$ cat src/rtl/pcpwm_pkg.sv
package pcpwm_pkg;

  typedef enum logic [1:0] {
    OM_FREEZE_A = 2'd0,
    OM_FREEZE_B = 2'd1,
    OM_HIGHTRUE = 2'd2,
    OM_LOWTRUE  = 2'd3
  } om_e;

  // True when the mode lets compare events move the output.
  function automatic logic om_drives(input om_e m);
    return (m == OM_HIGHTRUE) || (m == OM_LOWTRUE);
  endfunction

  // Output level produced by a match while the count rises.
  function automatic logic lvl_on_rise(input om_e m);
    return (m == OM_LOWTRUE);
  endfunction

  // Output level produced by a match while the count falls.
  function automatic logic lvl_on_fall(input om_e m);
    return (m == OM_HIGHTRUE);
  endfunction

endpackage

$ cat src/rtl/pcpwm_ramp.sv
module pcpwm_ramp #(
  parameter int W = 8
) (
  input  logic         clk,
  input  logic         rst,
  input  logic         tick,
  output logic [W-1:0] cnt_q,
  output logic         up_q,
  output logic [W-1:0] cnt_nxt,
  output logic         hit_top,
  output logic         hit_bot,
  output logic         top_evt,
  output logic         bot_evt
);

  localparam logic [W-1:0] CEIL  = {W{1'b1}};
  localparam logic [W-1:0] FLOOR = '0;

  always_comb begin
    cnt_nxt = up_q ? (cnt_q + 1'b1) : (cnt_q - 1'b1);
    hit_top = tick && (cnt_nxt == CEIL);
    hit_bot = tick && (cnt_nxt == FLOOR);
  end

  always_ff @(posedge clk) begin
    if (rst) begin
      cnt_q   <= FLOOR;
      up_q    <= 1'b1;
      top_evt <= 1'b0;
      bot_evt <= 1'b0;
    end else begin
      top_evt <= hit_top;
      bot_evt <= hit_bot;
      if (tick) begin
        cnt_q <= cnt_nxt;
        if (hit_top)      up_q <= 1'b0;
        else if (hit_bot) up_q <= 1'b1;
      end
    end
  end

endmodule

$ cat src/rtl/pcpwm_cmpbuf.sv
module pcpwm_cmpbuf #(
  parameter int W = 8
) (
  input  logic         clk,
  input  logic         rst,
  input  logic         wr,
  input  logic [W-1:0] wdata,
  input  logic         load,
  output logic [W-1:0] pend_q,
  output logic [W-1:0] act_q
);

  always_ff @(posedge clk) begin
    if (rst) begin
      pend_q <= '0;
      act_q  <= '0;
    end else begin
      if (wr)   pend_q <= wdata;
      if (load) act_q  <= pend_q;
    end
  end

endmodule

$ cat src/rtl/pcpwm_wave.sv
module pcpwm_wave
  import pcpwm_pkg::*;
#(
  parameter int W = 8
) (
  input  logic         clk,
  input  logic         rst,
  input  logic         tick,
  input  om_e          mode,
  input  logic [W-1:0] cnt_nxt,
  input  logic         up_q,
  input  logic         hit_top,
  input  logic [W-1:0] act_q,
  input  logic [W-1:0] pend_q,
  output logic         rise_match,
  output logic         fall_match,
  output logic         pwm_q
);

  localparam logic [W-1:0] CEIL = {W{1'b1}};

  logic top_lvl;
  logic pwm_n;
  logic act_nonzero;

  always_comb begin
    act_nonzero = (act_q != '0);
    rise_match  = tick && up_q && !hit_top && (cnt_nxt == act_q) && act_nonzero;
    fall_match  = tick && !up_q && (cnt_nxt == act_q) && act_nonzero;
    // At the ceiling the freshly loaded value decides: 255 means steady level.
    top_lvl     = (pend_q == CEIL) ? lvl_on_fall(mode) : lvl_on_rise(mode);
    pwm_n       = pwm_q;
    if (om_drives(mode)) begin
      if (hit_top)         pwm_n = top_lvl;
      else if (rise_match) pwm_n = lvl_on_rise(mode);
      else if (fall_match) pwm_n = lvl_on_fall(mode);
    end
  end

  always_ff @(posedge clk) begin
    if (rst) pwm_q <= 1'b0;
    else     pwm_q <= pwm_n;
  end

endmodule

$ cat src/rtl/pcpwm_channel.sv
module pcpwm_channel
  import pcpwm_pkg::*;
#(
  parameter int W = 8
) (
  input  logic         clk,
  input  logic         rst,
  input  logic         tick,
  input  logic         cmp_wr,
  input  logic [W-1:0] cmp_wdata,
  input  logic [1:0]   out_mode,
  output logic [W-1:0] cnt_o,
  output logic         pwm_o,
  output logic         top_evt,
  output logic         bot_evt
);

  logic [W-1:0] cnt_nxt;
  logic         up_q;
  logic         top_hit;
  logic         bot_hit;
  logic [W-1:0] cmp_pend;
  logic [W-1:0] cmp_act;
  logic         rise_match;
  logic         fall_match;
  om_e          mode;

  assign mode = om_e'(out_mode);

  pcpwm_ramp #(.W(W)) u_ramp (
    .clk     (clk),
    .rst     (rst),
    .tick    (tick),
    .cnt_q   (cnt_o),
    .up_q    (up_q),
    .cnt_nxt (cnt_nxt),
    .hit_top (top_hit),
    .hit_bot (bot_hit),
    .top_evt (top_evt),
    .bot_evt (bot_evt)
  );

  pcpwm_cmpbuf #(.W(W)) u_cmp (
    .clk    (clk),
    .rst    (rst),
    .wr     (cmp_wr),
    .wdata  (cmp_wdata),
    .load   (top_hit),
    .pend_q (cmp_pend),
    .act_q  (cmp_act)
  );

  pcpwm_wave #(.W(W)) u_wave (
    .clk        (clk),
    .rst        (rst),
    .tick       (tick),
    .mode       (mode),
    .cnt_nxt    (cnt_nxt),
    .up_q       (up_q),
    .hit_top    (top_hit),
    .act_q      (cmp_act),
    .pend_q     (cmp_pend),
    .rise_match (rise_match),
    .fall_match (fall_match),
    .pwm_q      (pwm_o)
  );

endmodule

$ cat config.mk
export PLATFORM = sky130hd
export DESIGN_NAME = pcpwm_channel
export DESIGN_NICKNAME = d
export VERILOG_FILES = /design/src/rtl/pcpwm_pkg.sv /design/src/rtl/pcpwm_ramp.sv /design/src/rtl/pcpwm_cmpbuf.sv /design/src/rtl/pcpwm_wave.sv /design/src/rtl/pcpwm_channel.sv
export SDC_FILE = /design/constraint.sdc
export NUM_CORES = 1
export LEC_CHECK = 0
export BUFFER_PORTS_ARGS = -buffer_cell sky130_fd_sc_hd__buf_2
export CAP_MARGIN = 15
export CORE_MARGIN = 1
export CORE_UTILIZATION = 61
export DETAILED_ROUTE_END_ITERATION = 8
export PLACE_DENSITY = 0.84
export SLEW_MARGIN = 20
export SYNTH_ARGS = -nofsm -noshare
export SYNTH_HDL_FRONTEND = slang
export SYNTH_SLANG_ARGS = --single-unit
$ cat constraint.sdc
create_clock -name clk -period 8.5 [get_ports clk]
set_clock_uncertainty 0.15 [all_clocks]
set_input_delay 0.425 -clock clk [delete_from_list [all_inputs] [get_ports clk]]
set_output_delay 0.425 -clock clk [all_outputs]
set_load 0.02 [all_outputs]
==> impl_metrics.ini, run 1 <==
[sta]
tightestPinTransition_ps = 495
rsz0062_at_grt = false
number_of_endpoints_with_negative_hold_slack_in_the_final_report = 0
slew-limit-headroom = 0.670
setup_violations = 0
layout_min_cycle_time_ps = 3340
post-route-period-util = 0.393
max_freq_ghz = 0.299
tns_ps = 0
number_of_pins_with_negative_max_slew_slack_in_the_final_report = 0
hold_ws_ps = 179

[place]
routabilityCongestion = 0.879
placement.io_buffers = 24
dp_cells = 229
dpl.hpwl_mm = 2.71

[cts]
cts_num_sinks = 28
clock_tree.root_cell = sky130_fd_sc_hd__clkbuf_4
clockBufferDepth = 2
clk_transition_reported_paths_ps = 140
clk-insertion-delay-late_ps = 320
ctsHtreeMaxLevel = 1
cts_inserted_buffers = 3
postCtsSetupRepairBufs = 0
cts_hold_repair.buffers = 0
tritoncts = built
number_of_instances_resized_during_post_cts_repair = 0

[logic_synthesis]
yosys.cell_count.top_type = sky130_fd_sc_hd__nor2_1
yosysWarnings = 0
syn-num-nets = 208
synth_cells = 185
synth-async-reset-ratio = 0
yosys.area.top_type_share = 0.319
synth.cell_area_um2 = 1760
synth.ff_latch_count = 28
ys_top_cells_by_area = sky130_fd_sc_hd__dfxtp_1, sky130_fd_sc_hd__mux2i_1, sky130_fd_sc_hd__nor2_1
synthTopCellsByCount = sky130_fd_sc_hd__nor2_1, sky130_fd_sc_hd__dfxtp_1, sky130_fd_sc_hd__mux2i_1
number_of_enable_flip_flop_cells_after_synthesis = 0
synth.distinct_cells = 55
proportion_of_synthesized_chip_area_in_sequential_cells = 0.319
netlist.top_cell.by_area = sky130_fd_sc_hd__dfxtp_1
syn_avg_cell_area_um2 = 9.51
synth_ff_type = sky130_fd_sc_hd__dfxtp_1

[critical_path]
cell_by_cell_trace_of_the_critical_path = inv_1 > ha_1 > inv_1 > a2111o_1 > o311ai_2 > nand3_4 > or3_1 > a311oi_2 > o32ai_1
crit_path_end_kind = register
timing_worst_setup_path_type = register to register
r2r.worst_path.cells = 9
cp_dominant_cell_by_count = sky130_fd_sc_hd__inv_1
crit_required_ps = 8570
cp-endpoint = u_wave.pwm_q
r2r-end = u_wave.pwm_q
cpLargestDelayFamily = compound AO/OA/AOI/OAI gates
cp_num_cells = 9
timing.rr.start = u_ramp.up_q
worst-path-buf-inv = 2
startpoint = u_ramp.up_q
delay_of_the_slowest_cell_on_the_worst_path_ps = 650
worst_setup_path_start_kind = register
setup.reg_to_reg.worst_slack_ps = 5160
critical_path.max_fanout = 13
cpMaxStageDelayCell = sky130_fd_sc_hd__ha_1
timing.critical_path.arrival_ps = 3420

[routing]
final_antenna_net_count = 0
route.detailed.wl_per_inst_um = 15.1
drc = 0
drt-initial-drc-count = 50
viasPerCell = 5.91
route.final.wire_length_mm = 3.52
via_count = 1376
detail_route.first_pass.iterations = 4

[cells_and_area]
finish.cell_count_without_fillers = 233
seqCellArea_um2 = 561
final_util = 0.689
final_layout_size_suffix_gt1_frac = 0.193
syn2layout_area_growth_pct = 7.11
final.fill_count = 216
multiInputGateArea_um2 = 1110
number_of_nets_in_the_layout = 226
antennaDiodeCount = 0

[grt]
number_of_antenna_violations_at_the_first_check_in_global_routing = 0
grt_util_all_layers = 0.232
first_pass_grt_wire_length_mm = 5.74
pin_count_of_the_biggest_net_entering_global_routing = 30
gr-total-overflow = 0
vias_in_the_first_global_route = 1275

[floorplan]
coreArea_um2 = 2730
initial_utilization = 0.643
floorplan.die_area_um2 = 3100
ios = 25
die_w_um = 55.7
die-height_um = 55.7
fp_rows = 19

[power]
fin_total_pwr_uw = 229
power_density_nw_per_um2 = 121
irDropWorstVdd_v = 0.000140
power.static_leakage_uw = 0.000902

[hold_path]
min-delay-start = cmp_wdata[5]
hp-class = input pin to register

[job]
drv.max_cap_violation_count = 0

[run_status]
outcome = completed
sequential cells by signal, indices dropped and copies added (netlist names):
signal          count
u_ramp.up_q         1
u_ramp.bot_evt      1
u_ramp.top_evt      1
u_cmp.act_q         8
u_wave.pwm_q        1
u_ramp.cnt_q        8
u_cmp.pend_q        8
cell families after synthesis:
kind of cell,Yosys count,synth area share
AND/OR/NAND/NOR,65,0.201
adder cells (fa/ha/maj),9,0.0683
buffers and inverters,17,0.0526
XOR/XNOR,13,0.0825
multiplexers,22,0.132
flip-flops,28,0.319
AO/OA/AOI/OAI,31,0.145
tightest hold or removal path, cell delays in order:
cell and delay [ps]:
sky130_fd_sc_hd__buf_2 70, sky130_fd_sc_hd__mux2i_1 50, sky130_fd_sc_hd__nor2_1 70
cell type report:
class,count,share of cell area
multi-input combinational,140,0.587
sequential,28,0.297
timing repair buffer,24,0.0637
tap,31,0.0206
clock buffer,4,0.0193
inverter,6,0.0120
routing by layer:
layer,vias up,routed length (um),global-route usage
li1,707,-,-
met1,631,1660,0.298
met2,33,1730,0.411
met3,5,102,0.0326
met4,0,26,0.0571
met5,-,0,0
stage by stage:
stage | worst slack (ps) | instance area, um2
3_3_place_gp | 5280 | 1850
4_1_cts | 5170 | 1880
3_5_place_dp | 5200 | 1850
2_1_floorplan | 5460 | 1760
5_1_grt | 4970 | 1880
6_report | 5160 | 1880
how the worst min path moves through the flow:
stage,end,slack [ps],cells past startpoint
2_1_floorplan,u_cmp.act_q[3],330,2
3_3_place_gp,u_wave.pwm_q,320,2
3_5_place_dp,u_wave.pwm_q,330,2
4_1_cts,u_cmp.pend_q[5],170,3
5_1_grt,u_cmp.pend_q[6],170,3
6_report,u_cmp.pend_q[5],180,3
placed cells by master (no fill, tap or decap), drive strengths merged, types with 4 or more instances in the layout:
master   n
xnor2    7
a21oi    4
dfxtp   28
nor4     4
ha       8
mux2i   22
nand2    5
inv      6
nand4    4
nor2    31
xor2     4
buf     24
clkbuf   4
power breakdown:
part           switching, uW  leakage, uW  total (uW)  internal [uW]
Clock                   37.0    0.0000210        63.2           26.2
Sequential              3.79     0.000228         139            135
Combinational           14.4     0.000653        26.4           12.0
Note: power is estimated with default switching activity, not from simulation.
==> run 2, diff against run 1 <==
--- a/config.mk
+++ b/config.mk
@@ -8,9 +8,9 @@
 export BUFFER_PORTS_ARGS = -buffer_cell sky130_fd_sc_hd__buf_2
 export CAP_MARGIN = 15
 export CORE_MARGIN = 1
-export CORE_UTILIZATION = 61
+export CORE_UTILIZATION = 57
 export DETAILED_ROUTE_END_ITERATION = 8
-export PLACE_DENSITY = 0.84
+export PLACE_DENSITY = 0.79
 export SLEW_MARGIN = 20
 export SYNTH_ARGS = -nofsm -noshare
 export SYNTH_HDL_FRONTEND = slang
==> constraint.sdc (replaced) <==
create_clock -name clk -period 3.3 [get_ports clk]
set_clock_uncertainty 0.15 [all_clocks]
set_input_delay 0.165 -clock clk [delete_from_list [all_inputs] [get_ports clk]]
set_output_delay 0.165 -clock clk [all_outputs]
set_load 0.02 [all_outputs]
==> run 2 against run 1 <==
  * The run now ends with design-rule violations left
  * Final area up 9.2%
  * Count of clock-buffer cells in the layout stayed put
  * Die area is 6.8% higher
  * Combinational power rose to 3.1 times the previous value
  * Sequential share of layout area down 2.3 points
  * Setup slack got worse by 5000 ps
  * Largest cell class unchanged
==> impl_metrics.ini, run 2 (synthesized netlist as in run 1, its figures left out) <==
[cells_and_area]
biggestRegsByFlops = u_cmp.act_q: 8 flops, u_cmp.pend_q: 8 flops, u_ramp.cnt_q: 8 flops
number_of_nets_in_the_layout = 240
antennaDiodeCount = 0
layout_commonest_cell = sky130_fd_sc_hd__nor2_1
layout.cells.most_common_list = sky130_fd_sc_hd__nor2_1, sky130_fd_sc_hd__dfxtp_1, sky130_fd_sc_hd__buf_2
syn2layout_area_growth_pct = 17.0
final_layout_size_suffix_gt1_frac = 0.236
finalInstanceArea_um2 = 2060

[floorplan]
initial_utilization = 0.622
die-height_um = 57.6
fp_rows = 19
coreArea_um2 = 2830
ios = 25
floorplan.die_area_um2 = 3310
die_w_um = 57.6

[place]
placement.io_buffers = 24
dpl.hpwl_mm = 2.93
routabilityCongestion = 0.922
detailed_place.area_um2 = 1860

[critical_path]
crit_required_ps = 3400
cell_by_cell_trace_of_the_critical_path = clkinvlp_4 > ha_1 > mux2i_4 > o22ai_1 > or4_1 > nor4b_4 > a31oi_1 > o32ai_1
timing.critical_path.arrival_ps = 3260
timing_worst_setup_path_type = register to register
cpMaxStageDelayCell = sky130_fd_sc_hd__or4_1
worst_setup_path_start_kind = register
worst-path-buf-inv = 1
cpLargestDelayFamily = simple AND/OR/NAND/NOR gates
crit_path_end_kind = register
critical_path.max_fanout = 9
delay_of_the_slowest_cell_on_the_worst_path_ps = 570

[sta]
layout_min_cycle_time_ps = 3170
rsz0062_at_grt = false
tightestPinTransition_ps = 484
slew-limit-headroom = 0.677
hold_ws_ps = 100
tns_ps = 0
number_of_endpoints_with_negative_hold_slack_in_the_final_report = 0
max_freq_ghz = 0.316
post-route-period-util = 0.959
setup_violations = 0
number_of_pins_with_negative_max_slew_slack_in_the_final_report = 0

[routing]
viasPerCell = 6.09
detail_route.first_pass.iterations = 6
via_count = 1505
route.final.wire_length_mm = 4.06
drc = 3
final_antenna_net_count = 0
route.detailed.wl_per_inst_um = 16.4
drt-initial-drc-count = 76

[run_status]
failed_checks = design-rule violations
outcome = complete, but fails checks

[job]
drv.max_cap_violation_count = 0

[cts]
tritoncts = built
ctsHtreeMaxLevel = 1
cts_num_sinks = 28
clock_tree.root_cell = sky130_fd_sc_hd__clkbuf_4
clk-insertion-delay-late_ps = 320
clk_transition_reported_paths_ps = 140
cts_inserted_buffers = 3
clockBufferDepth = 2

[grt]
vias_in_the_first_global_route = 1486
gr-total-overflow = 0
pin_count_of_the_biggest_net_entering_global_routing = 30
first_pass_grt_wire_length_mm = 6.69
number_of_antenna_violations_at_the_first_check_in_global_routing = 0
grt_util_all_layers = 0.262

[power]
power_density_nw_per_um2 = 293
power.static_leakage_uw = 0.000967
irDropWorstVdd_v = 0.000230

[hold_path]
hp-class = input pin to register
==> run 2: path summary, 6_finish.rpt <==
path	from	to	slack [ps]	cells past startpoint
worst max-delay path	u_ramp.up_q	u_wave.pwm_q	130	8
worst min-delay path	out_mode[0]	u_wave.pwm_q	100	3
worst max register to register	u_ramp.up_q	u_wave.pwm_q	130	8
worst min register to register	u_wave.pwm_q	u_wave.pwm_q	350	2
==> run 2: where the power goes <==
| group | total (uW) | switching [uW] | internal, uW |
|---|---|---|---|
| clock network | 163 | 95.6 | 67.5 |
| registers | 358 | 9.87 | 348 |
| logic | 81.7 | 42.7 | 39.1 |
==> run 2: cell type report <==
cell class,count,area (um2)
Multi-Input combinational cell,140,1140
Fill cell,230,771
Sequential cell,28,566
Timing Repair Buffer,38,248
Tap cell,31,38.8
Clock buffer,4,36.3
Inverter,6,26.3
==> run 2: per-stage QoR <==
step / total power (uW) / cells / utilization / setup slack, ps
finish: 603 / 247 / 0.728 / 134
CTS: 604 / 244 / 0.703 / 0.323
floorplan: 414 / 185 / - / 264
global placement: 431 / 231 / 0.659 / 74.3
global route: 629 / 247 / 0.728 / 11.2
detailed placement: 434 / 231 / 0.659 / 42.9
==> run 2: repair_timing <==
action	CTS	global route
hold endpoints to repair	9	0
endpoints found under the setup margin	0	9
gates resized for setup	0	9
hold buffers	9	0
buffers inserted	0	3
==> run 2: routing by layer <==
metal,vias up,part of all wire,GRT usage
li1,730,-,-
met1,704,0.44,0.344
met2,63,0.48,0.445
met3,8,0.063,0.0363
met4,0,0.020,0.0801
met5,-,0,0
==> run 2: worst register-to-register path, stage by stage, from the launching register on <==
cell                         delay (ps)
sky130_fd_sc_hd__dfxtp_4            430
sky130_fd_sc_hd__clkinvlp_4         190
sky130_fd_sc_hd__ha_1               550
sky130_fd_sc_hd__mux2i_4            330
sky130_fd_sc_hd__o22ai_1            100
sky130_fd_sc_hd__or4_1              570
sky130_fd_sc_hd__nor4b_4            380
sky130_fd_sc_hd__a31oi_1            140
sky130_fd_sc_hd__o32ai_1            260
